File: src/rtl/sclk_tick_pkg.sv
package sclk_tick_pkg;

  // Scheme select values carried in the control word
  typedef enum logic {
    SCHEME_POW2 = 1'b0,
    SCHEME_LIN  = 1'b1
  } scheme_e;

  // Default field widths of the control word
  localparam int DEF_EXP_W = 4;
  localparam int DEF_LIN_W = 8;

endpackage

File: src/rtl/sclk_tick_decode.sv
module sclk_tick_decode #(
  parameter int EXP_W = sclk_tick_pkg::DEF_EXP_W,
  parameter int LIN_W = sclk_tick_pkg::DEF_LIN_W,
  parameter int CW    = LIN_W + EXP_W + 1,
  parameter int HP_W  = 15
) (
  input  logic [CW-1:0]   ctrl,
  output logic [HP_W-1:0] half_period
);
  import sclk_tick_pkg::*;

  localparam int EXP_LSB = LIN_W;
  localparam int SEL_POS = LIN_W + EXP_W;

  // Tick spacing for the power-of-two scheme: ratio 2^n, exponent 0 gives ratio 2
  function automatic logic [HP_W-1:0] pow2_spacing(input logic [EXP_W-1:0] e);
    logic [HP_W-1:0] one;
    one = HP_W'(1);
    if (e == '0) return one;
    return one << (e - EXP_W'(1));
  endfunction

  // Tick spacing for the linear scheme: ratio 2*(N+1)
  function automatic logic [HP_W-1:0] lin_spacing(input logic [LIN_W-1:0] n);
    return HP_W'(n) + HP_W'(1);
  endfunction

  scheme_e          scheme;
  logic [EXP_W-1:0] exp_field;
  logic [LIN_W-1:0] lin_field;

  always_comb begin
    scheme    = scheme_e'(ctrl[SEL_POS]);
    exp_field = ctrl[EXP_LSB +: EXP_W];
    lin_field = ctrl[0 +: LIN_W];
    if (scheme == SCHEME_LIN) half_period = lin_spacing(lin_field);
    else                      half_period = pow2_spacing(exp_field);
  end

endmodule

File: src/rtl/sclk_tick_counter.sv
module sclk_tick_counter #(
  parameter int HP_W = 15
) (
  input  logic            clk,
  input  logic            rst_n,
  input  logic            run,
  input  logic [HP_W-1:0] hp_next,
  output logic            tick,
  output logic            wrap,
  output logic [HP_W-1:0] cnt,
  output logic [HP_W-1:0] hp_act
);

  logic [HP_W-1:0] last_idx;

  assign last_idx = hp_act - HP_W'(1);
  assign wrap     = run && (cnt == last_idx);

  always_ff @(posedge clk or negedge rst_n) begin
    if (!rst_n) begin
      cnt    <= '0;
      hp_act <= HP_W'(1);
      tick   <= 1'b0;
    end else if (!run) begin
      cnt    <= '0;
      hp_act <= hp_next;
      tick   <= 1'b0;
    end else if (wrap) begin
      cnt    <= '0;
      hp_act <= hp_next;
      tick   <= 1'b1;
    end else begin
      cnt    <= cnt + HP_W'(1);
      tick   <= 1'b0;
    end
  end

endmodule

File: src/rtl/sclk_tick_gen.sv
module sclk_tick_gen #(
  parameter int EXP_W = sclk_tick_pkg::DEF_EXP_W,
  parameter int LIN_W = sclk_tick_pkg::DEF_LIN_W,
  localparam int CW      = LIN_W + EXP_W + 1,
  localparam int POW_HPW = (1 << EXP_W) - 1,
  localparam int LIN_HPW = LIN_W + 1,
  localparam int HP_W    = (POW_HPW > LIN_HPW) ? POW_HPW : LIN_HPW
) (
  input  logic          clk,
  input  logic          rst_n,
  input  logic          run,
  input  logic [CW-1:0] div_ctrl,
  output logic          tick
);

  logic [HP_W-1:0] hp_next;
  logic [HP_W-1:0] hp_act;
  logic [HP_W-1:0] cnt;
  logic            wrap;

  sclk_tick_decode #(
    .EXP_W(EXP_W), .LIN_W(LIN_W), .CW(CW), .HP_W(HP_W)
  ) u_decode (
    .ctrl        (div_ctrl),
    .half_period (hp_next)
  );

  sclk_tick_counter #(
    .HP_W(HP_W)
  ) u_counter (
    .clk     (clk),
    .rst_n   (rst_n),
    .run     (run),
    .hp_next (hp_next),
    .tick    (tick),
    .wrap    (wrap),
    .cnt     (cnt),
    .hp_act  (hp_act)
  );

endmodule

File: config.mk
export PLATFORM = sky130hd
export DESIGN_NAME = sclk_tick_gen
export DESIGN_NICKNAME = d
export VERILOG_FILES = /design/src/rtl/sclk_tick_pkg.sv /design/src/rtl/sclk_tick_decode.sv /design/src/rtl/sclk_tick_counter.sv /design/src/rtl/sclk_tick_gen.sv
export SDC_FILE = /design/constraint.sdc
export NUM_CORES = 1
export LEC_CHECK = 0
export BUFFER_PORTS_ARGS = -buffer_cell sky130_fd_sc_hd__buf_2
export CAP_MARGIN = 15
export CORE_AREA = 2 2 88 90
export DETAILED_ROUTE_END_ITERATION = 7
export DIE_AREA = 0 0 90 92
export HOLD_SLACK_MARGIN = 0.12
export PLACE_DENSITY = 0.51
export SKIP_CTS_REPAIR_TIMING = 1
export SLEW_MARGIN = 10
export SYNTH_ARGS = -nofsm -noshare
export SYNTH_HDL_FRONTEND = slang
export SYNTH_HIERARCHICAL = 1
export SYNTH_SLANG_ARGS = --single-unit
File: constraint.sdc
create_clock -name clk -period 3.7 [get_ports clk]
set_clock_uncertainty 0.2 [all_clocks]
set_input_delay 0.74 -clock clk [delete_from_list [all_inputs] [get_ports clk]]
set_output_delay 0.74 -clock clk [all_outputs]
set_load 0.05 [all_outputs]
==> results of run 1 <==
state kept, by name, summed over array words and instances (netlist names):
name              count
u_counter/tick        1
u_counter/cnt        15
u_counter/hp_act     15
worst register-to-register path, cell delays in order (launching register included):
cell and delay [ns]:
dfrtp_1 0.41, inv_1 0.07, ha_1 0.17, or4b_1 0.54, or3_1 0.38, mux2i_1 0.16
nor2_1 0.05, o21ai_0 0.30, o31a_1 0.20, buf_4 0.26, mux2_2 0.37
metrics by stage:
stage | area, um^2 | setup slack, ns
floorplan | 2140 | 0.727
global placement | 2310 | 0.562
detailed placement | 2310 | 0.492
CTS | 2410 | 0.466
global route | 2410 | 0.236
finish | 2410 | 0.474
worst max path at each step:
stage / startpoint / end / slack (ns) / depth (start not counted)
2_1_floorplan: u_counter/hp_act[1] / u_counter/hp_act[12] / 0.73 / 11
5_1_grt: u_counter/hp_act[1] / u_counter/hp_act[11] / 0.24 / 10
4_1_cts: u_counter/hp_act[1] / u_counter/hp_act[10] / 0.47 / 10
3_5_place_dp: u_counter/hp_act[1] / u_counter/hp_act[6] / 0.49 / 10
6_report: u_counter/hp_act[1] / u_counter/hp_act[10] / 0.47 / 10
3_3_place_gp: u_counter/hp_act[1] / u_counter/hp_act[7] / 0.56 / 10
placed cells by master (no fill, tap or decap), drive strengths merged, types with 3 or more instances in the layout:
cell,n
nor4,6
buf,18
nor3,19
or4b,4
nand4,4
xnor2,16
inv,7
nor2,17
or2,3
nand3,14
nand2b,4
dfrtp,30
and3,3
clkbuf,8
mux2,15
a21o,3
xor2,17
o21ai,4
nand2,10
ha,3
power by group through the flow:
| stage | registers, mW | clock network (mW) | logic [mW] |
|---|---|---|---|
| 6_report | 0.384 | 0.291 | 0.173 |
| 5_1_grt | 0.388 | 0.317 | 0.194 |
| 4_1_cts | 0.384 | 0.302 | 0.174 |
| 3_5_place_dp | 0.390 | 0 | 0.173 |
| 3_3_place_gp | 0.390 | 0 | 0.174 |
| 2_1_floorplan | 0.382 | 0 | 0.136 |
kinds of logic after synthesis:
kind of cell	count (synthesis)
AND/OR/NAND/NOR	97
XOR/XNOR	33
flip-flops	31
AO/OA/AOI/OAI	23
multiplexers	17
buffers and inverters	14
adder cells (fa/ha/maj)	3
routing by layer:
metal | wire, um | track usage (%) | up-vias
met5 | 0 | 0 | -
met4 | 62 | 4.23 | 0
li1 | - | - | 827
met3 | 153 | 2.22 | 7
met1 | 2360 | 16.3 | 738
met2 | 1860 | 17.8 | 24
cell type report:
class / count / share of cell area, %
Clock buffer: 8 / 4.16
Inverter: 7 / 1.09
Multi-Input combinational cell: 173 / 53.2
Sequential cell: 31 / 32.3
Tap cell: 102 / 5.30
Timing Repair Buffer: 18 / 3.95
==> impl_metrics.py, run 1 <==
metrics = {
    "status": {
        "outcome": "finished clean",
    },
    "logic_synthesis": {
        "yosys.area_share.simple_pct": 25.9,
        "synth_area_mm2": 0.00214,
        "ys.flop_type": "dfrtp_1",
        "yosys-top-cells-area": "dfrtp_1 (35%), xor2_1 (7.0%), xnor2_1 (6.6%), mux2_4 (6.3%), nor3_1 (4.4%)",
        "yosysTopAreaCellShare_pct": 35.1,
        "synth_common_cells": "dfrtp_1 (30), nor3_1 (19), nor2_1 (17), xor2_1 (17), xnor2_1 (16)",
        "synth.yosys.seq_area_share_pct": 36.3,
        "async_flop_share_pct": 100,
        "syn_avg_cell_area_um2": 9.81,
        "syn_nets": 237,
        "synth_most_common_cell": "dfrtp_1",
        "synthDistinctLibCells": 49,
        "synth_compound_area_share_pct": 8.31,
        "synthMuxAreaShare_pct": 10.4,
        "synth_edf_count": 0,
        "synth_top_family_by_area": "simple AND/OR/NAND/NOR gates",
        "yosys_warnings": 6,
        "synth_seq_cells": 31,
        "yosys.area_share.xor_xnor_pct": 13.5,
        "yosysTopAreaCell": "dfrtp_1",
        "synthAdderAreaFrac_pct": 1.76,
        "synth_cells": 218,
    },
    "cts": {
        "cts.htree.levels": 2,
        "cts_made_buffers": 5,
        "clock-root-buffer": "clkbuf_8",
        "clk_path_buf_depth": 2,
        "path_clk_slew_ns": 0.07,
        "cts.sinks": 31,
        "cts_tree": "done",
        "worstSkewPairLatency_ns": 0.28,
    },
    "die": {
        "die_h_um": 92,
        "pin_count": 17,
        "initial_core_util_pct": 28.7,
        "die_w_um": 90,
        "dieArea_mm2": 0.00828,
        "num_rows": 32,
        "core_area_mm2": 0.00745,
    },
    "pwr": {
        "switching_share_pct": 28.1,
        "p_leak_nw": 1.03,
        "ir_drop_v": 0.000130,
        "seqPwrFrac_pct": 45.3,
        "power_density_mw_per_mm2": 352,
        "pwr-share-comb_pct": 20.4,
        "power_mw": 0.847,
        "power_frac_clock_pct": 34.3,
        "p_int_mw": 0.609,
        "p_sw_mw": 0.238,
    },
    "sta": {
        "fmax_mhz": 310,
        "holdWs_ns": 0.298,
        "fin_crit_ns": 3.23,
        "rsz0062_at_grt": "no",
        "finalSetupTns_ns": 0,
        "worst_pin_slew_ns": 0.679,
        "finalHoldViolCount": 0,
        "maxSlewHeadroom_pct": 54.7,
        "finalCritPeriodShare_pct": 87.2,
        "drv_slew": 0,
        "setup-violations-final": 0,
    },
    "worst_setup_path": {
        "critPathKind": "reg2reg",
        "reg2reg_slack_ns": 0.47,
        "r2r_start": "u_counter/hp_act[1]",
        "cp.required_ns": 3.66,
        "cp_top_family": "simple AND/OR/NAND/NOR gates",
        "crit_buf_inv": 2,
        "critPathMaxStageDelay_ns": 0.54,
        "path_max_fanout": 16,
        "endpoint_kind": "flip-flop",
        "cp_slowest_cell": "or4b_1",
        "start_kind": "flip-flop",
        "path_cells": "inv_1 > ha_1 > or4b_1 > or3_1 > mux2i_1 > nor2_1 > o21ai_0 > o31a_1 > buf_4 > mux2_2",
        "r2r_end": "u_counter/hp_act[10]",
        "reg2regPathDepth": 10,
        "crit_arrival_ns": 3.19,
    },
    "global_route": {
        "grt_pass1_wl_mm": 7.70,
        "grt_overflow": 0,
        "antenna_found_initial": 0,
        "grt_max_degree": 32,
        "grt_pass1_vias": 1595,
        "grt_usage_pct": 11.6,
    },
    "layout": {
        "nNetsFinal": 255,
        "multi_input_area_mm2": 0.00128,
        "seqCellArea_um2": 777,
        "antenna-diode-count": 0,
        "drive_gt1_share_pct": 21.1,
        "utilization_pct": 32.3,
        "stdcell_count": 339,
        "fillers": 800,
        "syn_to_final_growth_pct": 12.6,
    },
    "routing": {
        "dr.pass1.iters": 4,
        "drtIter0Drc": 72,
        "vias": 1596,
        "drc": 0,
        "avgRoutedWirePerCell_um": 13.1,
        "ant_nets": 0,
        "routed_wl_mm": 4.44,
        "vias_per_cell": 4.71,
    },
    "hold_path": {
        "hp-class": "in2async",
    },
    "placement": {
        "gp_congestion": 0.792,
        "io_buffers": 16,
        "hpwl_mm": 3.36,
        "numPlacedInstances": 331,
    },
    "flow_run": {
        "max_cap_violations": 0,
    },
}
(Power assumes the default switching activity.)
==> run 2: changes to the inputs <==
--- a/config.mk
+++ b/config.mk
@@ -8,6 +8,7 @@
 export BUFFER_PORTS_ARGS = -buffer_cell sky130_fd_sc_hd__buf_2
 export CAP_MARGIN = 15
 export CORE_AREA = 2 2 88 90
+export CTS_BUF_LIST = sky130_fd_sc_hd__clkbuf_2 sky130_fd_sc_hd__clkbuf_4 sky130_fd_sc_hd__clkbuf_8
 export DETAILED_ROUTE_END_ITERATION = 7
 export DIE_AREA = 0 0 90 92
 export HOLD_SLACK_MARGIN = 0.12
==> impl_metrics.py, run 2 (synthesized netlist as in run 1, its figures left out) <==
metrics = {
    "pwr": {
        "p_leak_nw": 1.03,
        "p_sw_mw": 0.238,
        "power_frac_clock_pct": 34.8,
        "seqPwrFrac_pct": 44.9,
        "pwr-share-comb_pct": 20.2,
        "ir_drop_v": 0.000130,
        "power_density_mw_per_mm2": 354,
        "switching_share_pct": 27.9,
        "p_int_mw": 0.616,
    },
    "layout": {
        "reg_top3": "u_counter/cnt: 15 flops, u_counter/hp_act: 15 flops, u_counter/tick: 1 flops",
        "nNetsFinal": 255,
        "layout_common_cells": "dfrtp_1 (30), nor3_1 (19), xor2_1 (17), nor2_1 (17)",
        "final_common_cell": "dfrtp_1",
        "drive_gt1_share_pct": 21.5,
        "syn_to_final_growth_pct": 12.8,
        "antenna-diode-count": 0,
    },
    "sta": {
        "drv_slew": 0,
        "fmax_mhz": 310,
        "fin_crit_ns": 3.23,
        "finalHoldViolCount": 0,
        "holdWs_ns": 0.299,
        "setup-violations-final": 0,
        "rsz0062_at_grt": "no",
        "finalCritPeriodShare_pct": 87.3,
        "maxSlewHeadroom_pct": 54.8,
        "worst_pin_slew_ns": 0.679,
        "finalSetupTns_ns": 0,
    },
    "routing": {
        "drtIter0Drc": 70,
        "drc": 0,
        "vias": 1599,
        "ant_nets": 0,
        "avgRoutedWirePerCell_um": 13.1,
        "routed_wl_mm": 4.43,
        "vias_per_cell": 4.72,
        "dr.pass1.iters": 4,
    },
    "worst_setup_path": {
        "path_cells": "inv_1 > ha_1 > or4b_1 > or3_1 > mux2i_1 > nor2_1 > o21ai_0 > o31a_1 > buf_4 > mux2_2",
        "crit_arrival_ns": 3.19,
        "cp_slowest_cell": "or4b_1",
        "endpoint_kind": "flip-flop",
        "crit_start": "u_counter/hp_act[1]",
        "critPathMaxStageDelay_ns": 0.54,
        "path_max_fanout": 16,
        "start_kind": "flip-flop",
        "cp.required_ns": 3.66,
        "critPathKind": "reg2reg",
        "r2r_start": "u_counter/hp_act[1]",
    },
    "global_route": {
        "grt_usage_pct": 11.6,
        "antenna_found_initial": 0,
        "grt_pass1_wl_mm": 7.70,
        "grt_overflow": 0,
        "grt_pass1_vias": 1595,
        "grt_max_degree": 32,
    },
    "cts": {
        "path_clk_slew_ns": 0.06,
        "cts.htree.levels": 2,
        "clk_path_buf_depth": 2,
        "clock-root-buffer": "clkbuf_8",
        "worstSkewPairLatency_ns": 0.28,
        "cts_tree": "done",
        "cts.sinks": 31,
        "cts_made_buffers": 5,
    },
    "placement": {
        "io_buffers": 16,
        "hpwl_mm": 3.36,
        "gp_congestion": 0.792,
    },
    "flow_run": {
        "max_cap_violations": 0,
    },
    "die": {
        "initial_core_util_pct": 28.7,
        "pin_count": 17,
        "die_h_um": 92,
        "dieArea_mm2": 0.00828,
        "num_rows": 32,
        "die_w_um": 90,
        "core_area_mm2": 0.00745,
    },
    "status": {
        "outcome": "finished clean",
    },
    "hold_path": {
        "hp-class": "in2async",
    },
}
[run 2: worst max-delay path: cells and delay by family (launching register included)]
kind | cells | cell delay, ns
fa+ha+maj | 1 | 0.18
compound gates | 2 | 0.50
simple gates | 3 | 0.97
buf+inv | 2 | 0.33
mux | 2 | 0.52
flops | 1 | 0.42
[run 2: stage by stage]
step / instances / total power, mW / setup WS (ns) / util [%] / instance area (um^2)
2_1_floorplan: 218 / 0.518 / 0.727 / - / 2140
3_3_place_gp: 331 / 0.563 / 0.562 / 31.0 / 2310
3_5_place_dp: 331 / 0.563 / 0.492 / 31.0 / 2310
4_1_cts: 339 / 0.868 / 0.466 / 32.4 / 2410
5_1_grt: 339 / 0.907 / 0.236 / 32.4 / 2410
6_report: 339 / 0.855 / 0.470 / 32.4 / 2410
[run 2: routing by layer]
metal	vias to the layer above	wire [um]	share of wire (%)	GRT usage, %
li1	827	-	-	-
met1	741	2360	53	16.3
met2	24	1860	42	17.8
met3	7	153	3.5	2.22
met4	0	62	1.4	4.23
met5	-	0	0	0
[run 2: final timing paths]
kind | slack [ns] | endpoint | depth (start not counted)
max | 0.47 | u_counter/hp_act[10] | 10
max in group asynchronous | 2.56 | u_counter/hp_act[9] | 1
max reg2reg | 0.47 | u_counter/hp_act[10] | 10
min in group clk | 0.33 | u_counter/hp_act[14] | 1
min reg2reg | 0.33 | u_counter/hp_act[14] | 1
min | 0.30 | u_counter/cnt[4] | 1
[run 2: cell type report]
class	count	area, um^2
Fill cell	799	5040
Timing Repair Buffer	18	95.1
Sequential cell	31	777
Inverter	7	26.3
Tap cell	102	128
Multi-Input combinational cell	173	1280
Clock buffer	8	104
[run 2: power by group through the flow]
stage | Combinational (mW) | Sequential (mW) | Clock (mW)
2_1_floorplan | 0.136 | 0.382 | 0
3_3_place_gp | 0.174 | 0.390 | 0
3_5_place_dp | 0.173 | 0.390 | 0
4_1_cts | 0.175 | 0.384 | 0.310
5_1_grt | 0.195 | 0.388 | 0.324
6_report | 0.173 | 0.384 | 0.298
==> run 3: changes to the inputs <==
--- a/config.mk
+++ b/config.mk
@@ -5,7 +5,7 @@
 export SDC_FILE = /design/constraint.sdc
 export NUM_CORES = 1
 export LEC_CHECK = 0
-export BUFFER_PORTS_ARGS = -buffer_cell sky130_fd_sc_hd__buf_2
+export BUFFER_PORTS_ARGS = -buffer_cell sky130_fd_sc_hd__buf_4
 export CAP_MARGIN = 15
 export CORE_AREA = 2 2 88 90
 export CTS_BUF_LIST = sky130_fd_sc_hd__clkbuf_2 sky130_fd_sc_hd__clkbuf_4 sky130_fd_sc_hd__clkbuf_8
==> impl_metrics.py, run 3 (synthesized netlist as in run 1, its figures left out) <==
metrics = {
    "pwr": {
        "power_mw": 0.839,
        "p_leak_nw": 1.04,
        "ir_drop_v": 0.000132,
        "power_density_mw_per_mm2": 344,
    },
    "global_route": {
        "grt_max_degree": 32,
        "grt_use_met3_pct": 3.53,
        "top_usage_layer": "met2",
        "grt_pass1_vias": 1552,
        "grt_overflow": 0,
        "antenna_found_initial": 0,
        "groute.layer.met1.usage_pct": 16.5,
        "grt_usage_pct": 11.7,
        "grt_use_met2_pct": 17.1,
        "grt_pass1_wl_mm": 7.70,
    },
    "sta": {
        "finalSetupTns_ns": 0,
        "setup-violations-final": 0,
        "fin_crit_ns": 3.23,
        "finalCritPeriodShare_pct": 87.4,
        "finalHoldViolCount": 0,
        "fmax_mhz": 309,
        "maxSlewHeadroom_pct": 65.5,
        "worst_pin_slew_ns": 0.517,
        "rsz0062_at_grt": "no",
        "drv_slew": 0,
    },
    "die": {
        "pin_count": 17,
        "die_w_um": 90,
        "num_rows": 32,
        "die_h_um": 92,
        "initial_core_util_pct": 28.7,
        "dieArea_mm2": 0.00828,
        "core_area_mm2": 0.00745,
    },
    "placement": {
        "postPlaceCellArea_mm2": 0.00235,
        "hpwl_mm": 3.40,
        "numPlacedInstances": 331,
        "io_buffers": 16,
        "gp_congestion": 0.737,
    },
    "routing": {
        "routed_wl_mm": 4.55,
        "drtIter0Drc": 43,
        "avgRoutedWirePerCell_um": 13.4,
        "ant_nets": 0,
        "drc": 0,
        "vias": 1634,
        "dr.pass1.iters": 4,
        "vias_per_cell": 4.82,
    },
    "cts": {
        "path_clk_slew_ns": 0.06,
        "cts.sinks": 31,
        "cts_tree": "done",
        "clock-root-buffer": "clkbuf_8",
        "worstSkewPairLatency_ns": 0.28,
        "cts_made_buffers": 5,
        "cts.htree.levels": 2,
        "clk_path_buf_depth": 2,
    },
    "layout": {
        "stdcell_count": 339,
        "drive_gt1_share_pct": 21.5,
        "syn_to_final_growth_pct": 14.0,
        "nNetsFinal": 255,
        "layout_common_cells": "dfrtp_1 (30), nor3_1 (19), buf_4 (18)",
        "final_common_cell": "dfrtp_1",
        "antenna-diode-count": 0,
        "reg_top3": "u_counter/cnt: 15 flops, u_counter/hp_act: 15 flops, u_counter/tick: 1 flops",
        "design_area_mm2": 0.00244,
    },
    "flow_run": {
        "max_cap_violations": 0,
    },
    "worst_setup_path": {
        "reg2reg_slack_ns": 0.47,
        "path_cells": "inv_1 > ha_1 > or4b_1 > or3_1 > mux2i_1 > nor2_1 > o21ai_0 > o31a_1 > buf_4 > mux2_2",
        "endpoint_kind": "flip-flop",
        "critPathKind": "reg2reg",
        "path_max_fanout": 16,
        "crit_arrival_ns": 3.20,
        "critPathMaxStageDelay_ns": 0.53,
        "cp_slowest_cell": "or4b_1",
        "cp.required_ns": 3.67,
        "start_kind": "flip-flop",
    },
    "status": {
        "outcome": "finished clean",
    },
    "hold_path": {
        "hp-class": "in2async",
    },
}
run 3: cell counts in the layout (fill, tap and decap cells not counted):
No cell type changed its count.
run 3: worst max-delay path: cells and delay by family, from the launching register on:
| kind | cells | cell delay [ns] |
|---|---|---|
| and+or+nand+nor | 3 | 0.97 |
| muxes | 2 | 0.53 |
| AOI/OAI and AO/OA | 2 | 0.49 |
| DFF | 1 | 0.42 |
| buffers and inverters | 2 | 0.32 |
| adders and majority gates | 1 | 0.18 |
run 3: final cells by class:
cell class	count	area [um^2]
clock buffer	8	91.3
fill	790	5010
inverter	7	26.3
multi-input combinational	173	1280
sequential	31	777
tap	102	128
timing repair buffer	18	135
run 3: worst paths after layout:
path,endpoint,from,depth (start not counted)
worst max-delay path,u_counter/hp_act[6],u_counter/hp_act[1],10
worst min-delay path,u_counter/cnt[8],rst_n,1
worst max register to register,u_counter/hp_act[6],u_counter/hp_act[1],10
worst min register to register,u_counter/hp_act[14],u_counter/hp_act[14],1
max in group asynchronous,u_counter/hp_act[0],rst_n,1
min in group clk,u_counter/hp_act[14],u_counter/hp_act[14],1
run 3: stage by stage:
step | setup slack, ns | utilization [%] | hold WS (ns)
CTS | 0.448 | 32.7 | 0.194
global route | 0.243 | 32.7 | 0.209
finish | 0.466 | 32.7 | 0.184
floorplan | 0.727 | - | 0.244
global placement | 0.521 | 31.5 | 0.349
detailed placement | 0.464 | 31.5 | 0.351
run 3: per-layer routing:
metal / vias to the layer above / share of wire, %
met5: - / 0
met4: 0 / 2.0
met3: 7 / 4.9
met2: 43 / 42
met1: 754 / 51
li1: 830 / -
run 3: report_power, final:
part / total (mW) / internal [mW] / switching [mW]
clock: 0.277 / 0.155 / 0.122
sequential: 0.384 / 0.357 / 0.0276
combinational: 0.178 / 0.0878 / 0.0901
total: 0.839 / 0.600 / 0.239
